### src/rtl/rst_seq_pkg.sv
package rst_seq_pkg;

    typedef enum logic [1:0] {
        ST_DELAY    = 2'd0,
        ST_BOR_HOLD = 2'd1,
        ST_EXT_HOLD = 2'd2,
        ST_RUN      = 2'd3
    } rst_state_e;

    localparam int CAUSE_W   = 4;
    localparam int CZ_POWER  = 0;
    localparam int CZ_BROWN  = 1;
    localparam int CZ_PIN    = 2;
    localparam int CZ_WDOG   = 3;

endpackage

### src/rtl/rst_pin_filter.sv
module rst_pin_filter #(
    parameter int FILT_LEN  = 4,
    parameter int SYNC_LEN  = 2
) (
    input  logic clk,
    input  logic pwr_on,
    input  logic ext_rst_n,
    input  logic ext_pin_en,
    output logic pin_low
);
    localparam int CNT_W = $clog2(FILT_LEN + 1);
    localparam logic [CNT_W-1:0] CNT_MAX = CNT_W'(FILT_LEN);

    logic                pin_eff;
    logic [SYNC_LEN-1:0] sync_q;
    logic [CNT_W-1:0]    cnt_q;

    // pin disconnected: drive the filter with the inactive level
    assign pin_eff = ext_pin_en ? ext_rst_n : 1'b1;

    always_ff @(posedge clk or posedge pwr_on) begin
        if (pwr_on) begin
            sync_q <= '1;
        end else begin
            sync_q <= {sync_q[SYNC_LEN-2:0], pin_eff};
        end
    end

    // consecutive-low counter, saturating at the filter length
    always_ff @(posedge clk or posedge pwr_on) begin
        if (pwr_on) begin
            cnt_q <= '0;
        end else if (sync_q[SYNC_LEN-1]) begin
            cnt_q <= '0;
        end else if (cnt_q != CNT_MAX) begin
            cnt_q <= cnt_q + 1'b1;
        end
    end

    assign pin_low = (cnt_q == CNT_MAX);

endmodule

### src/rtl/rst_pwrup_timer.sv
module rst_pwrup_timer #(
    parameter int DELAY_TICKS = 1984
) (
    input  logic clk,
    input  logic pwr_on,
    input  logic run,
    input  logic lf_tick,
    output logic done
);
    localparam int CNT_W = $clog2(DELAY_TICKS + 1);
    localparam logic [CNT_W-1:0] LAST = CNT_W'(DELAY_TICKS - 1);

    logic [CNT_W-1:0] cnt_q;

    always_ff @(posedge clk or posedge pwr_on) begin
        if (pwr_on) begin
            cnt_q <= '0;
        end else if (!run) begin
            cnt_q <= '0;
        end else if (lf_tick && cnt_q != LAST) begin
            cnt_q <= cnt_q + 1'b1;
        end
    end

    assign done = run && lf_tick && (cnt_q == LAST);

endmodule

### src/rtl/rst_release_sync.sv
module rst_release_sync #(
    parameter int STAGES = 2
) (
    input  logic clk,
    input  logic hold,
    output logic rst_n
);
    logic [STAGES-1:0] stage_q;

    always_ff @(posedge clk or posedge hold) begin
        if (hold) begin
            stage_q <= '0;
        end else begin
            stage_q <= {stage_q[STAGES-2:0], 1'b1};
        end
    end

    assign rst_n = stage_q[STAGES-1];

endmodule

### src/rtl/rst_seq_ctrl.sv
module rst_seq_ctrl
    import rst_seq_pkg::*;
#(
    parameter int DELAY_TICKS = 1984,
    parameter int FILT_LEN    = 4,
    parameter int SYNC_STAGES = 2
) (
    input  logic               clk,
    input  logic               pwr_on,
    input  logic               lf_tick,
    input  logic               brownout,
    input  logic               ext_rst_n,
    input  logic               wdog_expire,
    input  logic               ext_pin_en,
    input  logic               delay_skip,
    output logic               core_rst_n,
    output logic [CAUSE_W-1:0] rst_cause,
    output logic               ext_pull_en
);
    rst_state_e         state_q;
    rst_state_e         state_nx;
    logic               pin_low;
    logic               delay_done;
    logic               hold_q;
    logic [CAUSE_W-1:0] cause_q;

    rst_pin_filter #(
        .FILT_LEN (FILT_LEN),
        .SYNC_LEN (2)
    ) u_filter (
        .clk        (clk),
        .pwr_on     (pwr_on),
        .ext_rst_n  (ext_rst_n),
        .ext_pin_en (ext_pin_en),
        .pin_low    (pin_low)
    );

    rst_pwrup_timer #(
        .DELAY_TICKS (DELAY_TICKS)
    ) u_timer (
        .clk     (clk),
        .pwr_on  (pwr_on),
        .run     (state_q == ST_DELAY),
        .lf_tick (lf_tick),
        .done    (delay_done)
    );

    // next-state decision; brown-out has top priority
    always_comb begin
        state_nx = state_q;
        unique case (state_q)
            ST_DELAY: begin
                if (brownout) begin
                    state_nx = ST_BOR_HOLD;
                end else if (delay_skip || delay_done) begin
                    state_nx = ST_RUN;
                end
            end
            ST_BOR_HOLD: begin
                if (!brownout) begin
                    state_nx = ST_DELAY;
                end
            end
            ST_EXT_HOLD: begin
                if (brownout) begin
                    state_nx = ST_BOR_HOLD;
                end else if (!pin_low && !wdog_expire) begin
                    state_nx = ST_RUN;
                end
            end
            ST_RUN: begin
                if (brownout) begin
                    state_nx = ST_BOR_HOLD;
                end else if (pin_low || wdog_expire) begin
                    state_nx = ST_EXT_HOLD;
                end
            end
            default: state_nx = ST_DELAY;
        endcase
    end

    // state register
    always_ff @(posedge clk or posedge pwr_on) begin
        if (pwr_on) begin
            state_q <= ST_DELAY;
        end else begin
            state_q <= state_nx;
        end
    end

    // outputs: registered hold request and cause record
    always_ff @(posedge clk or posedge pwr_on) begin
        if (pwr_on) begin
            hold_q  <= 1'b1;
            cause_q <= CAUSE_W'(1) << CZ_POWER;
        end else begin
            hold_q <= (state_nx != ST_RUN);
            if (state_nx == ST_BOR_HOLD && state_q != ST_BOR_HOLD) begin
                cause_q <= CAUSE_W'(1) << CZ_BROWN;
            end else if (state_nx == ST_EXT_HOLD && state_q == ST_RUN) begin
                cause_q <= pin_low ? (CAUSE_W'(1) << CZ_PIN)
                                   : (CAUSE_W'(1) << CZ_WDOG);
            end
        end
    end

    rst_release_sync #(
        .STAGES (SYNC_STAGES)
    ) u_sync (
        .clk   (clk),
        .hold  (hold_q),
        .rst_n (core_rst_n)
    );

    assign rst_cause   = cause_q;
    assign ext_pull_en = !ext_pin_en;

endmodule

### config.mk
export PLATFORM = sky130hd
export DESIGN_NAME = rst_seq_ctrl
export DESIGN_NICKNAME = d
export VERILOG_FILES = /design/src/rtl/rst_seq_pkg.sv /design/src/rtl/rst_pin_filter.sv /design/src/rtl/rst_pwrup_timer.sv /design/src/rtl/rst_release_sync.sv /design/src/rtl/rst_seq_ctrl.sv
export SDC_FILE = /design/constraint.sdc
export NUM_CORES = 1
export LEC_CHECK = 0
export CELL_PAD_IN_SITES_DETAIL_PLACEMENT = 0
export CELL_PAD_IN_SITES_GLOBAL_PLACEMENT = 1
export CORE_UTILIZATION = 45
export CTS_CLUSTER_SIZE = 25
export DETAILED_ROUTE_END_ITERATION = 16
export PLACE_DENSITY_LB_ADDON = 0.15
export SLEW_MARGIN = 10
export SYNTH_ARGS = -nofsm -noshare
export SYNTH_HDL_FRONTEND = slang
export SYNTH_SLANG_ARGS = --single-unit
### constraint.sdc
create_clock -name clk -period 1.05 [get_ports clk]
set_input_delay 0.105 -clock clk [delete_from_list [all_inputs] [get_ports clk]]
set_output_delay 0.105 -clock clk [all_outputs]
set_load 0.02 [all_outputs]
==> summary.txt <==
Logic synthesis
  • Post-synthesis cell type count: 36
  • Synth Flop Type: dfrtp_1
  • Yosys warning total: 0
  • EDFF count, synth: 0
  • Post-Syn Area per Cell: 9.87 um^2
  • Net Count, Synth: ~140
  • Cell taking the most area after synthesis: dfrtp_1
  • Share of flip-flops with an asynchronous set or reset: 100%
  • Register area share after synthesis: 51.5%
  • Synth top area share: 42.9%
  • Post-Syn Instances: 124
  • Post-Synthesis Cell Area: 1220 um^2
  • Ranking of synthesized cells by area: dfrtp_1 43%, dfstp_2 8.6%, nand2_1 4.6%
  • Seq cells post-synth: 25

Power and ir drop
  • Total Power: 1.90 mW
  • Gate power share: 20.6%
  • Clock power frac: 24.3%
  • Leakage: ~0.87 nW
  • Peak VDD IR: 963 uV
  • Int Power: 1.37 mW
  • Pwr Density: 993 nW/um^2
  • Net Sw Power: between 0.5 and 0.6 mW
  • Register share of total power: 55.0%
  • Switching Share: 27.9%

Clocking
  • Clock Latency Late Sink: around 0.32 ns
  • Num CTS Buffers: 3
  • CTS tree: done
  • Clock Pin Slew Worst Setup and Hold Paths: 0.15 ns
  • # clock sinks: 25
  • CTS Buffer Depth: 2
  • H-tree depth: 1
  • CTS root buffer: clkbuf_4

Finish
  • # diodes: 0
  • Share of layout cells above drive strength 1: 52.6%
  • Commonest non-fill, non-tap cells in the layout: 32 x buf_4, 21 x dfrtp_1, 10 x nand2_1
  • Area grow syn2layout: 55.9%
  • Most common cell after layout, fill and taps aside: buf_4
  • Fill count: between 150 and 200
  • Final net count: about 190
  • Final instance area: between 1500 and 2000 um^2

Global route
  • Vias in the first global route: 1079
  • GR Overflow Total: 0
  • Largest net degree at the start of global routing: 24
  • Initial antenna violation count: 0
  • First-pass GRT wire length: 4570 um
  • GR Util All Layers: between 20% and 30%
  • Met1 global-route usage: 26.2%
  • GR Util met3: 3.67%
  • GRT Max-Usage Layer: met2
  • Met2 GRT Util: 39.4%

Die
  • # rows: 18
  • DIE WIDTH: 54.1 um
  • Initial core utilization: around half
  • DIE AREA: around 2900 um^2
  • Die Y: 54.1 um
  • Core area: 2520 um^2
  • IO Count: 14

Drt
  • Drt first pass iters: 4
  • Antenna Nets Post-Route: 0
  • WL per Instance: between 10 and 15 um
  • Drt initial violations: 25
  • Via Count: between 1000 and 1500
  • Routed WL: 2770 um
  • DR vias/cell: ~5.1
  • DRC: 0

Worst setup path
  • Setup CP Type: reg -> reg
  • CP Data Required Time: 1.32 ns
  • Critical Path End Type: flip-flop
  • CP startpoint kind: flip-flop
  • Flop-to-flop setup slack: -0.35 ns
  • Top fanout value on the critical path: 5
  • Worst EP arrival: roughly 1.7 ns

Placed design
  • Port bufs: 13
  • Placed wire-length estimate: 1970 um
  • RD Place Congestion: 0.806
  • Placement Cell Area: 1700 um^2

Timing
  • Final worst setup slack: -0.351 ns
  • Fmax: 714 MHz
  • RSZ-0062 raised after global routing: yes
  • Clock skew: around 0.0056 ns
  • Final-report setup violation count: 20
  • Count of final hold-check violations: 0
  • Final period util: 133%
  • Setup TNS: -4.54 ns
  • Post-route minimum period: 1.40 ns
  • Final Max Slew Viols: 0
  • Worst Hold Slack: 0.0977 ns

Outcome
  • Violated checks: setup timing
  • Outcome: finished, violations left

Job
  • MaxCap Viol Count: 0

Hold path
  • Worst Hold Class: in -> async
[power by group through the flow]
stage / registers [mW] / logic, mW / clock network (mW)
after global placement: 1.06 / 0.358 / 0
after CTS: 1.04 / 0.371 / 0.485
after detailed placement: 1.06 / 0.368 / 0
after floorplan: 1.08 / 0.156 / 0
after global routing: 1.05 / 0.429 / 0.525
final: 1.04 / 0.391 / 0.461
[flip-flops by register name, indices dropped and copies added, names as in the netlist]
| register | flops |
|---|---|
| state_q | 2 |
| rst_cause | 4 |
| u_filter.sync_q | 2 |
| u_sync.stage_q | 2 |
| hold_q | 1 |
| u_filter.cnt_q | 3 |
| u_timer.cnt_q | 11 |
[logic make-up after synthesis]
group	after synthesis	share of synthesized area, %
DFF	25	51.5
adders and majority gates	3	3.07
buffers and inverters	13	4.29
AOI/OAI and AO/OA	23	14.0
and+or+nand+nor	53	22.5
other	1	0.306
xor gates and xnor gates	6	4.29
[per-layer routing]
layer | vias up | wire, um
li1 | 532 | -
met1 | 495 | 1250
met2 | 11 | 1450
met3 | 2 | 51
met4 | 0 | 15
met5 | - | 0
[Yosys cell counts (2+ instances only)]
library cell,count
nor3_1,4
nor4_1,2
a32o_1,2
inv_1,10
nand2_1,15
or3_1,2
nor2_1,10
o21ai_0,4
xnor2_1,5
ha_1,3
a21oi_1,8
buf_2,3
dfstp_2,4
nand2b_1,3
nand3_1,7
nor2b_1,2
dfrtp_1,21
[final timing paths]
check,depth (start not counted),start,endpoint
worst max-delay path,5,u_timer.cnt_q[1],state_q[0]
worst min-delay path,3,pwr_on,u_timer.cnt_q[4]
worst max register to register,5,u_timer.cnt_q[1],state_q[0]
worst min register to register,1,hold_q,u_sync.stage_q[1]
max in group asynchronous,3,pwr_on,rst_cause[0]
min in group clk,2,ext_rst_n,u_filter.sync_q[0]
[critical path: stages (launching register included)]
cell	delay (ns)
dfrtp_1	0.42
ha_4	0.19
nand3_2	0.12
o41a_1	0.36
o21ai_2	0.13
nand2b_1	0.12
[per-stage QoR]
stage | util [%] | std cells | setup WS [ns]
after global placement | 67.6 | 197 | -0.480
after CTS | 71.9 | 204 | -0.354
after floorplan | - | 124 | -0.253
after global routing | 75.6 | 205 | -0.417
final | 75.6 | 205 | -0.351
after detailed placement | 67.6 | 197 | -0.530
[layout make-up]
class                      count  area (um^2)  area share (%)
clock buffer                   3         22.5            1.18
clock inverter                 1         8.76           0.459
inverter                      10         37.5            1.97
multi-input combinational     86          754            39.5
sequential                    25          631            33.0
tap                           30         37.5            1.97
timing repair buffer          50          417            21.8
[what timing repair did]
action                                  CTS  global route
pin swaps                                 9             6
hold buffers                              0             0
endpoints found under the setup margin   26            22
buffers inserted                          3             1
endpoints found under the hold margin     0             0
resized for setup                        43            19
Power figures use the tool's default switching activity.
